<file path="src/rtl/bobPkg.sv">
package bobPkg;
  typedef enum logic [1:0] {SEL_PASS, SEL_AVG, SEL_BUF} selT;
  typedef enum logic [1:0] {ST_IDLE, ST_STREAM, ST_REPLAY} stateT;
  typedef struct packed {
    logic wrEn;
    selT  sel;
  } ctlStrbT;
endpackage

</file>
<file path="src/rtl/bobDp.sv">
module bobDp import bobPkg::*; #(
  parameter int PIX_W = 8,
  parameter int MAX_W = 64,
  localparam int COLW = $clog2(MAX_W)
) (
  input  logic             clk,
  input  logic [COLW-1:0]  col,
  input  ctlStrbT          strb,
  input  logic [PIX_W-1:0] sTdata,
  output logic [PIX_W-1:0] mTdata
);
  logic [PIX_W-1:0] lineBuf [MAX_W];
  logic [PIX_W-1:0] prevPix;
  logic [PIX_W:0]   sumPix;

  always_ff @(posedge clk) begin
    if (strb.wrEn) lineBuf[col] <= sTdata;
  end

  // old value is read in the same cycle that the new one is written
  assign prevPix = lineBuf[col];
  assign sumPix  = {1'b0, prevPix} + {1'b0, sTdata} + {{PIX_W{1'b0}}, 1'b1};

  always_comb begin
    case (strb.sel)
      SEL_AVG: mTdata = sumPix[PIX_W:1];
      SEL_BUF: mTdata = prevPix;
      default: mTdata = sTdata;
    endcase
  end
endmodule

</file>
<file path="src/rtl/bobCtl.sv">
module bobCtl import bobPkg::*; #(
  parameter int MAX_W = 64,
  parameter int MAX_H = 1080,
  localparam int COLW = $clog2(MAX_W),
  localparam int WW   = $clog2(MAX_W + 1),
  localparam int HW   = $clog2(MAX_H + 1)
) (
  input  logic            clk,
  input  logic            rstN,
  input  logic [WW-1:0]   cfgWidth,
  input  logic [HW-1:0]   cfgHeight,
  input  logic            cfgInterlaced,
  input  logic [1:0]      cfgMode,
  input  logic            sTvalid,
  input  logic [1:0]      sTuser,
  output logic            sTready,
  output logic            mTvalid,
  input  logic            mTready,
  output logic            mTuser,
  output logic            mTlast,
  output logic [COLW-1:0] col,
  output ctlStrbT         strb
);
  stateT           state;
  logic [COLW-1:0] colQ;
  logic [HW-1:0]   lineQ, hgtQ;
  logic [WW-1:0]   widQ;
  logic [1:0]      repQ, repsC;
  logic            interQ, showQ, oddQ;
  logic            lastCol, lastLine, inTake;

  assign lastCol  = (WW'(colQ) == widQ - WW'(1));
  assign lastLine = (lineQ == hgtQ - HW'(1));
  assign col      = colQ;

  // number of lines replayed from the store after the current field line
  always_comb begin
    if (!showQ || !interQ) repsC = 2'd0;
    else if (oddQ)         repsC = 2'd1;
    else                   repsC = {1'b0, lineQ != '0} + {1'b0, lastLine};
  end

  always_comb begin
    sTready   = 1'b0;
    mTvalid   = 1'b0;
    mTuser    = 1'b0;
    mTlast    = lastCol;
    strb.wrEn = 1'b0;
    strb.sel  = SEL_PASS;
    case (state)
      ST_IDLE:   sTready = !sTuser[0];
      ST_STREAM: begin
        sTready   = showQ ? mTready : 1'b1;
        mTvalid   = showQ && sTvalid;
        mTuser    = (lineQ == '0) && (colQ == '0);
        strb.sel  = (interQ && lineQ != '0) ? SEL_AVG : SEL_PASS;
        strb.wrEn = sTvalid && sTready;
      end
      default: begin
        mTvalid  = 1'b1;
        strb.sel = SEL_BUF;
      end
    endcase
  end

  assign inTake = sTvalid && sTready;

  always_ff @(posedge clk) begin
    if (!rstN) begin
      state  <= ST_IDLE;
      colQ   <= '0;
      lineQ  <= '0;
      repQ   <= '0;
      widQ   <= WW'(1);
      hgtQ   <= HW'(1);
      interQ <= 1'b0;
      showQ  <= 1'b0;
      oddQ   <= 1'b0;
    end else begin
      case (state)
        ST_IDLE: if (sTvalid && sTuser[0]) begin
          widQ   <= cfgWidth;
          hgtQ   <= cfgHeight;
          interQ <= cfgInterlaced;
          oddQ   <= sTuser[1];
          showQ  <= !cfgInterlaced || cfgMode[1] || (cfgMode[0] == sTuser[1]);
          colQ   <= '0;
          lineQ  <= '0;
          state  <= ST_STREAM;
        end
        ST_STREAM: if (inTake) begin
          if (lastCol) begin
            colQ <= '0;
            if (repsC != 2'd0) begin
              repQ  <= repsC;
              state <= ST_REPLAY;
            end else if (lastLine) begin
              state <= ST_IDLE;
            end else begin
              lineQ <= lineQ + HW'(1);
            end
          end else begin
            colQ <= colQ + COLW'(1);
          end
        end
        default: if (mTready) begin
          if (lastCol) begin
            colQ <= '0;
            repQ <= repQ - 2'd1;
            if (repQ == 2'd1) begin
              if (lastLine) state <= ST_IDLE;
              else begin
                lineQ <= lineQ + HW'(1);
                state <= ST_STREAM;
              end
            end
          end else begin
            colQ <= colQ + COLW'(1);
          end
        end
      endcase
    end
  end
endmodule

</file>
<file path="src/rtl/bobDeint.sv">
module bobDeint import bobPkg::*; #(
  parameter int PIX_W = 8,
  parameter int MAX_W = 64,
  parameter int MAX_H = 1080,
  localparam int COLW = $clog2(MAX_W),
  localparam int WW   = $clog2(MAX_W + 1),
  localparam int HW   = $clog2(MAX_H + 1)
) (
  input  logic             clk,
  input  logic             rstN,
  input  logic [WW-1:0]    cfgWidth,
  input  logic [HW-1:0]    cfgHeight,
  input  logic             cfgInterlaced,
  input  logic [1:0]       cfgMode,
  input  logic [PIX_W-1:0] sTdata,
  input  logic             sTvalid,
  output logic             sTready,
  input  logic [1:0]       sTuser,
  input  logic             sTlast,
  output logic [PIX_W-1:0] mTdata,
  output logic             mTvalid,
  input  logic             mTready,
  output logic             mTuser,
  output logic             mTlast
);
  ctlStrbT         ctlStrb;
  logic [COLW-1:0] colIdx;

  bobCtl #(.MAX_W(MAX_W), .MAX_H(MAX_H)) u_ctl (
    .clk(clk), .rstN(rstN),
    .cfgWidth(cfgWidth), .cfgHeight(cfgHeight),
    .cfgInterlaced(cfgInterlaced), .cfgMode(cfgMode),
    .sTvalid(sTvalid), .sTuser(sTuser), .sTready(sTready),
    .mTvalid(mTvalid), .mTready(mTready), .mTuser(mTuser), .mTlast(mTlast),
    .col(colIdx), .strb(ctlStrb)
  );

  bobDp #(.PIX_W(PIX_W), .MAX_W(MAX_W)) u_dp (
    .clk(clk), .col(colIdx), .strb(ctlStrb),
    .sTdata(sTdata), .mTdata(mTdata)
  );
endmodule

</file>
<file path="config.mk">
export PLATFORM = sky130hd
export DESIGN_NAME = bobDeint
export DESIGN_NICKNAME = d
export VERILOG_FILES = /design/src/rtl/bobPkg.sv /design/src/rtl/bobDp.sv /design/src/rtl/bobCtl.sv /design/src/rtl/bobDeint.sv
export SDC_FILE = /design/constraint.sdc
export NUM_CORES = 1
export LEC_CHECK = 0
export BUFFER_PORTS_ARGS = -buffer_cell sky130_fd_sc_hd__buf_2
export CORE_MARGIN = 2
export CORE_UTILIZATION = 56
export CTS_CLUSTER_SIZE = 30
export DETAILED_ROUTE_END_ITERATION = 12
export PLACE_DENSITY_LB_ADDON = 0.3
export SETUP_SLACK_MARGIN = 0.3
export SLEW_MARGIN = 30
export SYNTH_ARGS = -nofsm -noshare
export SYNTH_HDL_FRONTEND = slang
export SYNTH_HIERARCHICAL = 1
export SYNTH_SLANG_ARGS = --single-unit
</file>
<file path="constraint.sdc">
create_clock -name clk -period 4.51 [get_ports clk]
set_clock_uncertainty 0.2 [all_clocks]
set_input_delay 0.6765 -clock clk [delete_from_list [all_inputs] [get_ports clk]]
set_output_delay 0.6765 -clock clk [all_outputs]
set_load 0.005 [all_outputs]
</file>
==> results of run 1 <==
## worst max-delay path, cell delays in order (launching register included)
cell	delay (ns)
dfxtp_4	0.38
buf_12	0.14
buf_12	0.13
and3b_2	0.29
buf_12	0.15
buf_4	0.13
a221oi_2	0.24
a31oi_1	0.15
or4_4	0.46
or4_4	0.55
ha_4	0.25
a21o_1	0.19
a21o_1	0.16
a21oi_2	0.18
o21bai_1	0.08
a21o_1	0.19
a22oi_2	0.12
o21ai_1	0.09
buf_2	0.15
## final timing paths
| kind | from | end | slack, ns | cells after the start |
|---|---|---|---|---|
| setup / recovery | u_ctl/col[1] | mTdata[7] | -1.0 | 18 |
| hold / removal | cfgMode[1] | u_ctl/showQ | 0.11 | 3 |
| setup reg to reg | u_ctl/hgtQ[0] | u_ctl/lineQ[4] | 0.53 | 13 |
| hold reg to reg | u_ctl/hgtQ[10] | u_ctl/hgtQ[10] | 0.28 | 2 |
## metal layers
| layer | track usage | share of wire | vias up |
|---|---|---|---|
| li1 | - | - | 6542 |
| met1 | 0.424 | 0.38 | 7564 |
| met2 | 0.471 | 0.46 | 1017 |
| met3 | 0.0710 | 0.13 | 173 |
| met4 | 0.116 | 0.040 | 2 |
| met5 | 0 | 0.00014 | - |
## metrics by stage
step                      hold WS, ns  setup slack [ns]  TNS (ns)  instance area, µm²  utilization
after global routing            0.113             -1.16     -6.83               27400        0.674
final                           0.109             -1.00     -5.86               27400        0.674
after global placement          0.254            -0.432     -1.71               25000        0.616
after CTS                      0.0877            -0.957     -5.77               26900        0.662
after floorplan                 0.242             0.200         0               23100            -
after detailed placement        0.275            -0.489     -2.13               25000        0.616
## final cells by class
cell class	count	area, µm²	share of cell area
well taps	532	666	0.0243
clock inverters	39	348	0.0127
multi-input cells	837	6500	0.237
repair buffers	270	2150	0.0786
flip-flops and latches	554	16200	0.592
inverters	28	110	0.00402
clock buffers	62	1380	0.0504
## sequential cells by signal (all words and copies together), names as in the netlist
name	flops
u_dp/lineBuf	512
u_ctl/col	6
u_ctl/state	2
u_ctl/showQ	1
u_ctl/lineQ	11
u_ctl/interQ	1
u_ctl/oddQ	1
u_ctl/widQ	7
u_ctl/hgtQ	11
u_ctl/repQ	2
## cell families after synthesis
logic type | after synthesis | share of synthesized area
AO/OA/AOI/OAI | 351 | 0.116
XOR/XNOR | 29 | 0.0111
AND/OR/NAND/NOR | 342 | 0.0738
flip-flops | 554 | 0.706
multiplexers | 96 | 0.0572
buffers and inverters | 125 | 0.0254
adder cells (fa/ha/maj) | 18 | 0.0101
## layout by cell type, fill, tap and decap left out, types with 7 or more instances in the layout
master,instances
edfxtp_1,512
buf_4,199
nor2_1,115
nand2_1,84
a22oi_1,70
clkbuf_16,54
a221oi_1,48
buf_2,46
a21oi_1,45
dfxtp_1,39
mux2_2,38
mux2i_1,30
inv_1,26
mux4_2,24
a31oi_1,22
nand3_1,21
a22o_1,21
clkinv_1,19
o21ai_0,17
a221oi_2,17
buf_12,15
xnor2_1,15
nor3_1,14
xor2_1,14
ha_1,13
nand4_1,12
a221o_1,11
o22ai_1,10
clkinv_2,9
nor2b_1,9
clkbuf_1,8
or4_1,8
a21o_1,8
or3_1,7
nand2b_1,7
o31ai_1,7
## power by group through the flow
stage | registers, µW | clock network, µW | logic, µW
after floorplan | 5750 | 0 | 467
after global placement | 5770 | 0 | 830
after detailed placement | 5770 | 0 | 853
after CTS | 5660 | 4470 | 873
after global routing | 5660 | 4650 | 1000
final | 5660 | 4440 | 947
## repair_timing
item	in CTS	in global routing
gates resized for setup	23	53
setup endpoints to repair	16	17
pin swaps	6	26
setup buffers	7	23
hold endpoints to repair	0	0
cloned	0	1
==> results.yml, run 1 <==
die:
  placementRows: 74
  die_y_um: 206
  io_pins: 48
  dieArea_um2: 42600
  start_util: 0.565
  design.core.area_um2: 40600
  die-width_um: 206
sta:
  drv_slew: 0
  hold_viol_final: 0
  min_period_ns: 5.51
  timing.fmax_mhz: 182
  finalCritPeriodShare: 1.22
  setup_viol: 8
  setup_ws_ns: -1.00
  worst-slew-pin-transition_ns: 0.984
  rsz0062_at_grt: "true"
  relSlewSlack: 0.341
global_route:
  grt_overflow: 0
  grt_usage: 0.305
  grt_max_degree: 66
  grt_pass1_vias: 14500
  grt_pass1_wl_mm: 93.5
  antenna_found_initial: 1
power_and_ir_drop:
  comb_power_share: 0.086
  p_switching_uw: 2490
  p_per_area_nw_per_um2: 403
  p_leak_uw: 0.00915
  clockPowerShare: 0.402
  irDropWorstVdd_uv: 306
  intPower_uw: 8550
  total_power_uw: 11000
  seq_power_share: 0.513
  switching_share: 0.225
drt:
  antenna_left: 0
  drtPass1Iterations: 9
  drt_iter0_drc: 2419
  dr_total_vias: 15300
  wl_per_cell_um: 28.0
  wirelength_mm: 65.1
  drc: 0
  viasPerCell: 6.59
logic_synthesis:
  synth.distinct_cells: 82
  syn_inst: 1515
  synth.avg_cell_area_um2: 15.2
  yosys_most_used_dff: "edfxtp_1"
  mappedNetlistNets: 1569
  ys_warn_count: 6
  synth.cell_area_um2: 23000
  synth-async-reset-ratio: 0
  ys_seq_area_frac: 0.706
  yosys.area.top_type: "edfxtp_1"
  yosysMostFrequentCell: "edfxtp_1"
  netlist_top_cells_count: "edfxtp_1, nor2_1, nand2_1"
  synth_edf_count: 512
  synth_top_area_share: 0.670
  synthTopCellsByArea: "edfxtp_1, dfxtp_1, a22oi_1"
  synth_seq_cells: 554
worst_setup_path:
  worstSetupStartpointType: "flop"
  crit_path_end_kind: "primary output"
  path_max_fanout: 7
  cp_data_required_time_ns: 3.63
  crit_type: "flop to primary output"
  cp.arrival_ns: 4.63
layout:
  diodes: 0
  fin_cells: 2322
  drive_above_1_share: 0.277
  nNetsFinal: 1799
  area_growth_pct: 19.3
  filler_cell_count: 2668
placed_design:
  globalplace.congestion: 0.929
  dp_hpwl_mm: 42.1
  dp.cells: 2190
  io_buffer_count: 46
flow_run:
  max_cap_viol_count: 0
run_status:
  violations: "setup timing"
  status: "finished with violations"
clock_network:
  cts_root_buf: "clkbuf_16"
  clkLatencyLatePin_ns: 0.60
  cts_buffers: 54
  path_clk_slew_ns: 0.06
  htree_levels: 2
  cts.sinks: 554
  cts_hold_buf: 0
  cts_buffer_depth: 3
  cts_tree: "built"
min_path:
  hold_class: "input port to flop"
No activity file was read; power rests on OpenSTA's default activity.
==> run 2: changes to the inputs <==
PLACE_DENSITY = 0.86   (was unset)
PLACE_DENSITY_LB_ADDON = unset   (was 0.3)
RECOVER_POWER = 25   (was unset)
SYNTH_HIERARCHICAL = unset   (was 1)
==> results.yml, run 2 <==
clock_network:
  cts_buffers: 53
  cts_buffer_depth: 3
  cts_tree: "built"
  cts_root_buf: "clkbuf_16"
  clkLatencyLatePin_ns: 0.61
  path_clk_slew_ns: 0.07
  htree_levels: 2
  cts_hold_buf: 0
  cts.sinks: 560
drt:
  viasPerCell: 6.74
  wirelength_mm: 59.6
  antenna_left: 0
  drc: 0
  wl_per_cell_um: 30.9
  drt_iter0_drc: 1952
  drtPass1Iterations: 8
  dr_total_vias: 13000
placed_design:
  post-place-ws_ns: -0.251
  dp_hpwl_mm: 34.0
  placed_cell_area_um2: 24200
  globalplace.congestion: 0.882
  io_buffer_count: 46
worst_setup_path:
  worstSetupStartpointType: "flop"
  cp_data_required_time_ns: 3.63
  crit_buf_inv: 3
  crit_path_top_delay_cell: "mux4_2"
  cpPeakStageDelay_ns: 0.56
  cp_common_cell: "mux4_2"
  crit_chain: "buf_12 > buf_12 > mux4_2 > mux4_2 > mux4_2 > ha_4 > nor2b_4 > o21ai_2 > a21oi_2 > o21ai_1 > nand2b_1 > xnor2_1 > nor2_1 > a221o_1 > buf_2"
  cp.arrival_ns: 4.59
  cp_top_family: "multiplexers"
  crit_path_end_kind: "primary output"
  crit_type: "flop to primary output"
  path_max_fanout: 6
run_status:
  status: "finished with violations"
  violations: "capacitance limit, slew limit, setup timing"
power_and_ir_drop:
  p_per_area_nw_per_um2: 419
  seq_power_share: 0.517
  clockPowerShare: 0.391
  irDropWorstVdd_uv: 306
  intPower_uw: 8560
  p_leak_uw: 0.00839
  p_switching_uw: 2520
  switching_share: 0.227
  comb_power_share: 0.092
logic_synthesis:
  synth.avg_cell_area_um2: 18.7
  synth_edf_count: 512
  synth_seq_cells: 560
  yosysMostFrequentCell: "edfxtp_1"
  ys_warn_count: 0
  synth.cell_area_um2: 22800
  synth.distinct_cells: 61
  synth-async-reset-ratio: 0
  mappedNetlistNets: 1270
  syn_inst: 1218
  synth_top_area_share: 0.675
  ys_seq_area_frac: 0.717
  yosys.area.top_type: "edfxtp_1"
  synthTopCellsByArea: "edfxtp_1, mux4_2, dfxtp_1"
  netlist_top_cells_count: "edfxtp_1, mux4_2, nor2_1"
  yosys_most_used_dff: "edfxtp_1"
global_route:
  grt_max_degree: 66
  grt_pass1_wl_mm: 86.1
  antenna_found_initial: 4
  grt_overflow: 0
  grt_pass1_vias: 13100
  grt_usage: 0.286
sta:
  hold_viol_final: 0
  relSlewSlack: -1.12
  drv_slew: 396
  worst-slew-pin-transition_ns: 3.18
  fin_setup_tns_ns: -5.62
  rsz0062_at_grt: "true"
  finalCritPeriodShare: 1.21
  setup_ws_ns: -0.960
  min_period_ns: 5.47
  setup_viol: 8
  timing.fmax_mhz: 183
layout:
  mostFrequentLayoutCell: "edfxtp_1"
  reg.largest.list: "u_dp.lineBuf x512, u_ctl.hgtQ x11, u_ctl.lineQ x11"
  nNetsFinal: 1417
  largest_register: "u_dp.lineBuf"
  area_growth_pct: 16.1
  diodes: 0
  stdcell_area_um2: 26500
  largest_reg_flops: 512
  drive_above_1_share: 0.301
  final_util: 0.663
  filler_cell_count: 2329
  final_cell_mix: "edfxtp_1, mux4_2, nor2_1"
die:
  design.core.area_um2: 39900
  start_util: 0.571
  placementRows: 73
  die-width_um: 206
  die_y_um: 206
  dieArea_um2: 42300
  io_pins: 48
flow_run:
  max_cap_viol_count: 6
min_path:
  hold_class: "input port to flop"
==> run 2: changes by cell type after synthesis, moves of 19 or more <==
cell | previous run | this run
a22oi_1 | 75 | 3
mux2i_1 | 30 | 8
a221oi_1 | 61 | 1
mux2_2 | 40 | 2
nor2_1 | 118 | 96
a31oi_1 | 26 | 3
a22o_1 | 21 | 0
mux4_2 | 24 | 164
buf_2 | 25 | 6
==> run 2: metrics by stage <==
step | instances | hold WS (ns) | total power (µW)
after floorplan | 1218 | 0.247 | 6330
after global placement | 1799 | 0.266 | 6600
after detailed placement | 1799 | 0.265 | 6630
after CTS | 1917 | 0.0894 | 11000
after global routing | 1928 | 0.107 | 11300
final | 1928 | 0.112 | 11100
==> run 2: repair_timing <==
item,4_1_cts,5_1_grt
resized for setup,34,16
gates cloned,7,3
pin swaps,6,16
setup buffers,18,8
endpoints found under the setup margin,19,20
==> run 2: metal layers <==
metal / routed length, µm / vias up / track usage
li1: - / 5222 / -
met1: 20400 / 6499 / 0.354
met2: 29400 / 1039 / 0.473
met3: 6900 / 223 / 0.0827
met4: 2850 / 8 / 0.121
met5: 46 / - / 0
==> run 2: path summary, 6_finish.rpt <==
check                 startpoint              to  slack, ns  cells after the start
hold / removal      cfgHeight[2]   u_ctl.hgtQ[2]       0.11                      3
setup / recovery            flop       mTdata[5]      -0.96                     15
setup reg to reg   u_ctl.hgtQ[2]  u_ctl.lineQ[8]       0.37                     13
hold reg to reg   u_ctl.hgtQ[10]  u_ctl.hgtQ[10]       0.27                      2
==> run 2: logic make-up after synthesis <==
logic type	Yosys count	share of synthesized area
compound gates	104	0.0295
fa+ha+maj	16	0.00911
buf+inv	82	0.0147
flops	560	0.717
simple gates	253	0.0522
xor+xnor	29	0.0111
mux	174	0.167
==> run 2: cell type report <==
class | instances | area, µm² | share of cell area
Clock inverter | 25 | 244 | 0.00922
Tap cell | 525 | 657 | 0.0248
Multi-Input combinational cell | 577 | 6320 | 0.239
Sequential cell | 560 | 16300 | 0.618
Inverter | 22 | 82.6 | 0.00312
Clock buffer | 68 | 1400 | 0.0530
Timing Repair Buffer | 151 | 1410 | 0.0534
==> run 2: worst reg2reg max path, stage by stage, from the launching register on <==
cell	delay, ns
dfxtp_1	0.33
or3_4	0.39
or3_4	0.35
or4_4	0.51
a2111oi_4	0.35
o2111ai_2	0.21
inv_2	0.12
ha_1	0.27
o311ai_4	0.26
nand2b_4	0.21
buf_4	0.14
a31oi_2	0.15
or3_1	0.43
a21oi_1	0.16
==> run 2: power by group through the flow <==
stage | clock network, µW | registers [µW] | logic [µW]
5_1_grt | 4520 | 5720 | 1070
2_1_floorplan | 0 | 5810 | 517
4_1_cts | 4300 | 5710 | 952
3_5_place_dp | 0 | 5820 | 811
3_3_place_gp | 0 | 5820 | 778
6_report | 4330 | 5720 | 1020
